File: src/rtl/tw_pkg.sv
package tw_pkg;
  localparam int unsigned REF_W = 8;
  localparam logic [REF_W-1:0] DIV_FINE   = 8'd128;
  localparam logic [REF_W-1:0] DIV_MID    = 8'd80;
  localparam logic [REF_W-1:0] DIV_COARSE = 8'd64;

  typedef enum logic [1:0] {
    LEN_BAD   = 2'd0,
    LEN_SHORT = 2'd1,
    LEN_MID   = 2'd2,
    LEN_LONG  = 2'd3
  } frame_len_t;

  // reference pick from the two control code bits {hi, lo}
  function automatic logic [REF_W-1:0] ref_from_code(input logic hi, input logic lo);
    if (!lo)     return DIV_MID;
    else if (hi) return DIV_COARSE;
    else         return DIV_FINE;
  endfunction
endpackage

File: src/rtl/tw_sync_edge.sv
module tw_sync_edge #(
  parameter int unsigned W      = 3,
  parameter int unsigned STAGES = 2
) (
  input  logic         clk,
  input  logic         rst_n,
  input  logic [W-1:0] din,
  output logic [W-1:0] lvl,
  output logic [W-1:0] rise,
  output logic [W-1:0] fall
);
  logic [W-1:0] pipe [STAGES];
  logic [W-1:0] prev;

  genvar g;
  generate
    for (g = 0; g < STAGES; g++) begin : g_stage
      if (g == 0) begin : g_first
        always_ff @(posedge clk) begin
          if (!rst_n) pipe[0] <= '0;
          else        pipe[0] <= din;
        end
      end else begin : g_next
        always_ff @(posedge clk) begin
          if (!rst_n) pipe[g] <= '0;
          else        pipe[g] <= pipe[g-1];
        end
      end
    end
  endgenerate

  always_ff @(posedge clk) begin
    if (!rst_n) prev <= '0;
    else        prev <= pipe[STAGES-1];
  end

  assign lvl  = pipe[STAGES-1];
  assign rise = lvl & ~prev;
  assign fall = ~lvl & prev;
endmodule

File: src/rtl/tw_shifter.sv
module tw_shifter #(
  parameter int unsigned SR_W  = 27,
  parameter int unsigned CNT_W = 5
) (
  input  logic             clk,
  input  logic             rst_n,
  input  logic             en_lvl,
  input  logic             en_rise,
  input  logic             bit_rise,
  input  logic             din,
  output logic [SR_W-1:0]  shreg,
  output logic [CNT_W-1:0] cnt
);
  localparam logic [CNT_W-1:0] CNT_MAX = '1;

  always_ff @(posedge clk) begin
    if (!rst_n) begin
      shreg <= '0;
      cnt   <= '0;
    end else if (en_rise) begin
      cnt <= '0;
    end else if (bit_rise && en_lvl) begin
      shreg <= {shreg[SR_W-2:0], din};
      if (cnt != CNT_MAX) cnt <= cnt + 1'b1;
    end
  end

  AST_CNT_NO_DROP: assert property (@(posedge clk) disable iff (!rst_n)
    !$past(en_rise) |-> cnt >= $past(cnt));
  AST_CNT_IDLE_HOLD: assert property (@(posedge clk) disable iff (!rst_n)
    !$past(en_lvl) |-> $stable(cnt) && $stable(shreg));
endmodule

File: src/rtl/tw_frame_decode.sv
module tw_frame_decode
  import tw_pkg::*;
#(
  parameter int unsigned M_W    = 10,
  parameter int unsigned S_W    = 5,
  parameter int unsigned BAND_W = 4,
  parameter int unsigned CTRL_W = 8,
  parameter int unsigned SR_W   = 27,
  parameter int unsigned CNT_W  = 5
) (
  input  logic              clk,
  input  logic              rst_n,
  input  logic              en_fall,
  input  logic              mode_high,
  input  logic [SR_W-1:0]   shreg,
  input  logic [CNT_W-1:0]  cnt,
  output logic [M_W-1:0]    main_ratio,
  output logic [S_W-1:0]    swallow,
  output logic [BAND_W-1:0] band_en,
  output logic [REF_W-1:0]  ref_ratio,
  output logic              cp_boost,
  output logic              cp_off,
  output logic              vt_off,
  output logic              commit
);
  localparam int unsigned N_SHORT = (M_W - 1) + S_W + BAND_W;
  localparam int unsigned N_MID   = M_W + S_W + BAND_W;
  localparam int unsigned N_LONG  = N_MID + CTRL_W;
  localparam int unsigned S_LO_SM = BAND_W;              // swallow LSB, short/mid
  localparam int unsigned M_LO_SM = BAND_W + S_W;        // main LSB, short/mid
  localparam int unsigned C_LO    = BAND_W;              // control LSB, long
  localparam int unsigned S_LO_L  = BAND_W + CTRL_W;     // swallow LSB, long
  localparam int unsigned M_LO_L  = BAND_W + CTRL_W + S_W;

  frame_len_t        len;
  logic [M_W-1:0]    m_nx;
  logic [S_W-1:0]    s_nx;
  logic [BAND_W-1:0] b_nx;
  logic [REF_W-1:0]  r_nx;
  logic              boost_nx, off_nx, vt_nx;

  always_comb begin
    if      (cnt == CNT_W'(N_SHORT)) len = LEN_SHORT;
    else if (cnt == CNT_W'(N_MID))   len = LEN_MID;
    else if (cnt == CNT_W'(N_LONG))  len = LEN_LONG;
    else                             len = LEN_BAD;
  end

  always_comb begin
    m_nx     = main_ratio;
    s_nx     = swallow;
    b_nx     = band_en;
    r_nx     = ref_ratio;
    boost_nx = cp_boost;
    off_nx   = cp_off;
    vt_nx    = vt_off;
    case (len)
      LEN_SHORT: begin
        m_nx = {1'b0, shreg[M_LO_SM +: M_W-1]};
        s_nx = shreg[S_LO_SM +: S_W];
        b_nx = shreg[0 +: BAND_W];
        r_nx = mode_high ? DIV_MID : DIV_COARSE;
      end
      LEN_MID: begin
        m_nx = shreg[M_LO_SM +: M_W];
        s_nx = shreg[S_LO_SM +: S_W];
        b_nx = shreg[0 +: BAND_W];
        r_nx = mode_high ? DIV_MID : DIV_FINE;
      end
      LEN_LONG: begin
        m_nx     = shreg[M_LO_L +: M_W];
        s_nx     = shreg[S_LO_L +: S_W];
        b_nx     = shreg[0 +: BAND_W];
        boost_nx = shreg[C_LO + 6];
        off_nx   = shreg[C_LO + 4];
        vt_nx    = shreg[C_LO + 0];
        r_nx     = ref_from_code(shreg[C_LO + 2], shreg[C_LO + 1]);
      end
      default: ;
    endcase
  end

  always_ff @(posedge clk) begin
    if (!rst_n) begin
      main_ratio <= '0;
      swallow    <= '0;
      band_en    <= '0;
      ref_ratio  <= DIV_COARSE;
      cp_boost   <= 1'b0;
      cp_off     <= 1'b0;
      vt_off     <= 1'b0;
      commit     <= 1'b0;
    end else begin
      commit <= 1'b0;
      if (en_fall && (len != LEN_BAD)) begin
        main_ratio <= m_nx;
        swallow    <= s_nx;
        band_en    <= b_nx;
        ref_ratio  <= r_nx;
        cp_boost   <= boost_nx;
        cp_off     <= off_nx;
        vt_off     <= vt_nx;
        commit     <= 1'b1;
      end
    end
  end

  AST_COMMIT_LEGAL_LEN: assert property (@(posedge clk) disable iff (!rst_n)
    commit |-> $past(en_fall) && ($past(cnt) == CNT_W'(N_SHORT) ||
      $past(cnt) == CNT_W'(N_MID) || $past(cnt) == CNT_W'(N_LONG)));
  AST_HOLD_NO_COMMIT: assert property (@(posedge clk) disable iff (!rst_n)
    !commit |-> $stable(main_ratio) && $stable(swallow) && $stable(band_en) &&
      $stable(ref_ratio) && $stable(cp_boost) && $stable(cp_off) && $stable(vt_off));
  AST_COMMIT_SINGLE: assert property (@(posedge clk) disable iff (!rst_n)
    commit |=> !commit);
  AST_REF_LEGAL: assert property (@(posedge clk) disable iff (!rst_n)
    ref_ratio == DIV_COARSE || ref_ratio == DIV_MID || ref_ratio == DIV_FINE);
  AST_SHORT_TOP_ZERO: assert property (@(posedge clk) disable iff (!rst_n)
    commit && $past(cnt) == CNT_W'(N_SHORT) |-> !main_ratio[M_W-1]);
endmodule

File: src/rtl/tw_len_rx.sv
module tw_len_rx
  import tw_pkg::*;
#(
  parameter int unsigned M_W         = 10,
  parameter int unsigned S_W         = 5,
  parameter int unsigned BAND_W      = 4,
  parameter int unsigned CTRL_W      = 8,
  parameter int unsigned SYNC_STAGES = 2
) (
  input  logic              clk,
  input  logic              rst_n,
  input  logic              ser_clk,
  input  logic              ser_data,
  input  logic              ser_en,
  input  logic              mode_high,
  output logic [M_W-1:0]    main_ratio,
  output logic [S_W-1:0]    swallow,
  output logic [BAND_W-1:0] band_en,
  output logic [REF_W-1:0]  ref_ratio,
  output logic              cp_boost,
  output logic              cp_off,
  output logic              vt_off,
  output logic              commit
);
  localparam int unsigned SR_W  = M_W + S_W + CTRL_W + BAND_W;
  localparam int unsigned CNT_W = $clog2(SR_W + 2);

  logic [2:0] lvl, rise, fall;
  logic [SR_W-1:0]  shreg;
  logic [CNT_W-1:0] cnt;

  // lane 0 = bit clock, 1 = data, 2 = enable
  tw_sync_edge #(.W(3), .STAGES(SYNC_STAGES)) u_sync (
    .clk  (clk),
    .rst_n(rst_n),
    .din  ({ser_en, ser_data, ser_clk}),
    .lvl  (lvl),
    .rise (rise),
    .fall (fall)
  );

  tw_shifter #(.SR_W(SR_W), .CNT_W(CNT_W)) u_shift (
    .clk     (clk),
    .rst_n   (rst_n),
    .en_lvl  (lvl[2]),
    .en_rise (rise[2]),
    .bit_rise(rise[0]),
    .din     (lvl[1]),
    .shreg   (shreg),
    .cnt     (cnt)
  );

  tw_frame_decode #(
    .M_W(M_W), .S_W(S_W), .BAND_W(BAND_W), .CTRL_W(CTRL_W),
    .SR_W(SR_W), .CNT_W(CNT_W)
  ) u_dec (
    .clk       (clk),
    .rst_n     (rst_n),
    .en_fall   (fall[2]),
    .mode_high (mode_high),
    .shreg     (shreg),
    .cnt       (cnt),
    .main_ratio(main_ratio),
    .swallow   (swallow),
    .band_en   (band_en),
    .ref_ratio (ref_ratio),
    .cp_boost  (cp_boost),
    .cp_off    (cp_off),
    .vt_off    (vt_off),
    .commit    (commit)
  );

  // the lane-1 edge outputs and lane-0 level/fall feed nothing on purpose
  logic unused_lanes;
  assign unused_lanes = ^{rise[1], fall[1:0], lvl[0]};
endmodule

File: config.mk
export PLATFORM = sky130hd
export DESIGN_NAME = tw_len_rx
export DESIGN_NICKNAME = d
export VERILOG_FILES = /design/src/rtl/tw_pkg.sv /design/src/rtl/tw_sync_edge.sv /design/src/rtl/tw_shifter.sv /design/src/rtl/tw_frame_decode.sv /design/src/rtl/tw_len_rx.sv
export SDC_FILE = /design/constraint.sdc
export NUM_CORES = 1
export LEC_CHECK = 0
export ABC_AREA = 1
export BUFFER_PORTS_ARGS = -buffer_cell sky130_fd_sc_hd__buf_4
export CAP_MARGIN = 20
export CORE_AREA = 4 4 81 83
export DETAILED_ROUTE_END_ITERATION = 10
export DIE_AREA = 0 0 85 87
export PLACE_DENSITY = 0.73
export SLEW_MARGIN = 20
export SYNTH_ARGS = -nofsm -noshare
export SYNTH_HDL_FRONTEND = slang
export SYNTH_SLANG_ARGS = --single-unit
File: constraint.sdc
create_clock -name clk -period 1.4 [get_ports clk]
set_input_delay 0 -clock clk [delete_from_list [all_inputs] [get_ports clk]]
set_output_delay 0 -clock clk [all_outputs]
set_load 0.1 [all_outputs]
Yosys cells after proc, flatten, opt, wreduce, memory -nomap -nowiden
Memory sizes are Yosys's and may differ from the RTL's. Cells that the tools add are included.

Equality and inequality tests: 7. Reductions and logical operators: 14. Bitwise logic cells: 8. Mux-type cells: 15. Add/sub/neg operators: 1.

Operators by type and width (count): case mux 10 bit (3 select lines) (1); 2-to-1 mux 8 bit (3); case mux 8 bit (3 select lines) (1); equality test 5 bit (second input constant) (3); AND reduction 2 bit (6); case mux 5 bit (2 select lines) (1); bitwise AND 3 bit (2); 2-to-1 mux 2 bit (3); 2-to-1 mux 3 bit (2); inverter 3 bit (2); adder 5 x 1 -> 5 bit (second input constant) (1); 2-to-1 mux 5 bit (1); != test 5 bit (second input constant) (1); equality test 2 bit (second input constant) (2); nonzero test 2 bit (2); OR reduction 2 bit (2); 2-to-1 mux 1 bit (3); nonzero test 3 bit (1); OR reduction 3 bit (1); equality test 2 x 1 -> 1 bit (second input constant) (1); logical AND 1 bit (2); inverter 1 bit (2); OR 1 bit (2).

Logic and storage cells: 57. Memories: 1. Register bits after elaboration: 66. Bits of input ports: 6. Memory bits (writable): 6.

Memory list: u_sync.pipe (words 2, bits a word 3, read ports 2, clocked after Yosys merged registers in 0, wr ports 2, RTL line tw_sync_edge.sv:12) `logic [W-1:0] pipe [STAGES];`.

Depth between registers and ports, before layout
Depth after elaboration: 8. Depth in mapped cells: 11. Gate-level depth less buffers: 10.

By module
From an unflattened synthesis, not the netlist that was laid out.

Cell total of the unflattened synthesis: 388. Area, all modules: 2801.4 µm².

By module, submodules not included: tw_frame_decode (instances 1, area an instance 1277.5 µm², cells each 192); tw_shifter (instances 1, area an instance 1219.9 µm², cells each 156); tw_sync_edge (instances 1, area an instance 304.0 µm², cells each 40).

Least setup slack after synthesis
Ideal clock, no wire load.

Kind: reg-to-reg. Start point: register u_shift.cnt[3]. End point: register u_shift.cnt[1]. Path buffers: 2. Required time: 1.330 ns. Arrival time: 1.491 ns. Path slack: -0.161 ns. Stages on the path, launching flop included: 9. Setup time: 0.070 ns. Cells stage by stage: dfxtp_1 buf_2 buf_4 inv_1 nor2_1 ha_1 nor3_1 o21ai_0 a21oi_1.

Longest elaborated chain between the ends: 2.

Ends and longest elaborated chain: start: declaration (RTL line tw_shifter.sv:12) `output logic [CNT_W-1:0] cnt`; start signal: assignment (RTL line tw_shifter.sv:24) `if (cnt != CNT_MAX) cnt <= cnt + 1'b1;`; != test 5 bit (RTL line tw_shifter.sv:24); AND reduction 2 bit (no source line).

No other way between the ends. A chain may end at the register's enable or synchronous reset.

Worst setup path after layout
Start point: register u_shift.cnt[0]. End point: register u_dec.band_en[2].

Longest elaborated chain between the ends: 7. Elaborated cells on any way between the ends: 13. Those cells by class: eq/ne (6); mux (3); reduce/logical (4).

Ends and longest elaborated chain: equality test 5 bit (RTL line tw_frame_decode.sv:45) `else if (cnt == CNT_W'(N_LONG)) len = LEN_LONG;`; 2-to-1 mux 2 bit (RTL line tw_frame_decode.sv:45); 2-to-1 mux 2 bit (RTL line tw_frame_decode.sv:44) `else if (cnt == CNT_W'(N_MID)) len = LEN_MID;`; 2-to-1 mux 2 bit * (RTL line tw_frame_decode.sv:43) `if (cnt == CNT_W'(N_SHORT)) len = LEN_SHORT;`; equality test 2 x 1 -> 1 bit, or another cell as far along (RTL line tw_frame_decode.sv:57) `case (len)`; OR reduction 3 bit (no source line) or logical AND 1 bit (tied branches); AND reduction 2 bit (no source line) *; end signal: assignment (RTL line tw_frame_decode.sv:98) `band_en <= b_nx;`; end: declaration (RTL line tw_frame_decode.sv:19) `output logic [BAND_W-1:0] band_en,`.

Mark *: on every way between the ends. The rest lies on a longest branch, timed or not.

==> metrics.cfg <==
[clock_tree]
worstSkewPairLatency_ns = 0.34
path_clk_slew_ns = 0.07
clock_sinks = 66
clockBufferDepth = 2
cts-root-buf = clkbuf_8
numCtsBuffers = 9
cts_tree = done
htreeDepth = 3

[floorplanning]
die_h_um = 87
die_w_um = 85
core_area_um2 = 5850
dieArea_um2 = 7400
fp-row-count = 28
io-pin-count = 37
start_util = 0.495

[layout]
drive_above_1_share = 0.279
final_nets = 470
n_antenna_cell = 0
fin_util = 0.657
area_delta_synth_final_pct = 32.6
finalNonFillerCells = 541

[global_route]
grtUsageMet2 = 0.326
grt_pass1_vias = 2575
grt_overflow = 0
use_met3 = 0.0473
grt_first_pass_wirelength_um = 11400
grt_use_met1 = 0.229
antenna_found_initial = 0
grtUsageTotal = 0.195
busiest_layer = met2
grt_start_max_net_pins = 41

[place]
portBuffers = 31
pre_cts_ws_ns = -0.0631
gp_congestion = 0.767
placedCellCount = 508
dp_hpwl_um = 4160

[synthesis]
yosys.area.top_type_share = 0.456
syn_inst = 409
async_flop_share = 0
yosysWarnings = 0
ys_seq_area_frac = 0.456
ys_seq_elements = 66
synth_commonest_cells = nand2_1, dfxtp_1, nor2_1, inv_1, nand3_1
synth.area.top_cells = dfxtp_1, nand2_1, nand3_1, nor2_1, inv_1
synth.most_common_cell = nand2_1
synth_area_um2 = 2900
yosysUniqueCellTypes = 23
avgSynthCellArea_um2 = 7.08
ys.flop_type = dfxtp_1
synth-edff-count = 0
yosysTopAreaCell = dfxtp_1

[critical_path]
r2r_start = u_shift.cnt[0]
critical_path_class = register to register
r2r_setup_slack_ns = -0.03
end_kind = register
path_max_fanout = 8
start_kind = register
r2r_end = u_dec.band_en[2]
crit_start = u_shift.cnt[0]
crit_path_end = u_dec.band_en[2]
crit_required_ns = 1.64
r2r_cells = 8
cp.arrival_ns = 1.67

[timing]
max_freq_ghz = 0.699
slew_violations = 0
finalHoldViolations = 0
rsz0062_at_grt = yes
min_period_ns = 1.43
worst_slack_ns = -0.0313
finClkSkew_ns = 0.00612
finalCritPeriodShare = 1.02
setup_viol = 23

[pwr]
p_per_area_nw_per_um2 = 1020
p_switching_mw = 0.848
power.internal_mw = 3.07
pwr-share-clk = 0.477
sw_frac_of_total = 0.217
seq_power_share = 0.484
combinationalPowerShare = 0.040
ir_drop_v = 0.000733
p_leak_nw = 1.75

[drt]
wirelength_um = 7140
vias = 2709
drc = 0
via_per_inst = 5.01
first_pass_iters = 4
final_antenna_net_count = 0
drtIter0Drc = 221
wire_per_inst_um = 13.2

[run_status]
status = complete, but fails checks
violations = setup timing

[run]
maxCapViolCount = 0

[worst_hold_path]
hp-class = input port to register

-- state kept, by name (all words and copies together) (netlist names) --
signal / count
u_dec.band_en: 4
u_dec.commit: 1
u_dec.cp_boost: 1
u_dec.cp_off: 1
u_dec.main_ratio: 10
u_dec.ref_ratio: 3
u_dec.swallow: 5
u_dec.vt_off: 1
u_shift.cnt: 5
u_shift.shreg: 27
u_sync.pipe: 6
u_sync.prev: 2
-- worst min path at each step --
| stage | startpoint | to | slack [ns] | depth (start not counted) |
|---|---|---|---|---|
| 6_report | mode_high | u_dec.ref_ratio[4] | 0.04 | 5 |
| 5_1_grt | mode_high | u_dec.ref_ratio[4] | 0.06 | 5 |
| 4_1_cts | mode_high | u_dec.ref_ratio[4] | 0.02 | 5 |
| 3_5_place_dp | ser_clk | u_sync.pipe[0][0] | 0.19 | 3 |
| 3_3_place_gp | ser_en | u_sync.pipe[0][2] | 0.18 | 3 |
| 2_1_floorplan | ser_clk | u_sync.pipe[0][0] | 0.1 | 2 |
-- power by group through the flow --
stage          Sequential, mW  Combinational, mW  Clock, mW
6_report                 1.89              0.155       1.87
5_1_grt                  1.89              0.168       1.99
4_1_cts                  1.89              0.150       1.89
3_5_place_dp             1.94              0.142          0
3_3_place_gp             1.94              0.140          0
2_1_floorplan            1.94              0.125          0
-- per-layer routing --
| layer | vias to the layer above | wire length (um) |
|---|---|---|
| met5 | - | 0 |
| met4 | 0 | 172 |
| met3 | 15 | 481 |
| met2 | 106 | 3590 |
| met1 | 1223 | 2900 |
| li1 | 1365 | - |
-- cell families (layout without fill, tap and decap cells) --
| kind of cell | after synthesis | in the layout | share of synthesized area |
|---|---|---|---|
| AO/OA/AOI/OAI | 44 | 44 | 0.0769 |
| other | 1 | 5 | 0.00129 |
| flip-flops | 66 | 66 | 0.456 |
| AND/OR/NAND/NOR | 225 | 226 | 0.334 |
| adder cells (fa/ha/maj) | 3 | 3 | 0.0130 |
| buffers and inverters | 70 | 122 | 0.119 |
-- worst max-delay path: stages (launching register included) --
cell        delay [ns]
dfxtp_4           0.37
ha_4              0.18
buf_4             0.14
nand3_2           0.08
nand2_4           0.08
nand2_8           0.12
clkinvlp_4        0.18
nor2_1            0.13
nor2_1            0.05
-- final cells by class --
cell class                      count  area (um^2)
Fill cell                         500         2010
Multi-Input combinational cell    278         1430
Sequential cell                    66         1330
Timing Repair Buffer               61          576
Inverter                           45          175
Clock buffer                       12          165
Tap cell                           75         93.8
Clock inverter                      4         72.6
-- what timing repair did --
action	CTS	global route
resized for setup	24	40
cloned	4	1
endpoints found under the setup margin	30	38
endpoints found under the hold margin	3	0
hold buffers	3	0
pin swaps	21	21
buffers inserted	7	4
-- stage by stage --
stage                     area [um^2]  power, mW  hold slack, ns  setup TNS [ns]
after detailed placement         3200       2.08           0.193          -0.700
final                            3840       3.91          0.0420          -0.263
after global routing             3840       4.05          0.0641           -2.49
after global placement           3200       2.08           0.181          -0.119
after floorplan                  2920       2.06          0.0976               0
after CTS                        3700       3.94          0.0177          -0.225
-- placed cells by master (no fill, tap or decap), drive strengths merged, types with 2 or more instances in the layout --
cell,netlist,routed
a21oi,31,31
clkbuf,3,13
ha,3,3
dlygate4sd3,0,3
nand3,43,43
bufinv,0,2
nand2,119,120
dfxtp,66,66
buf,22,57
nor2,60,60
o21ai,12,12
inv,45,44
nand4,2,2
conb,1,5
clkinvlp,0,2
Note: power is estimated with default switching activity, not from simulation.
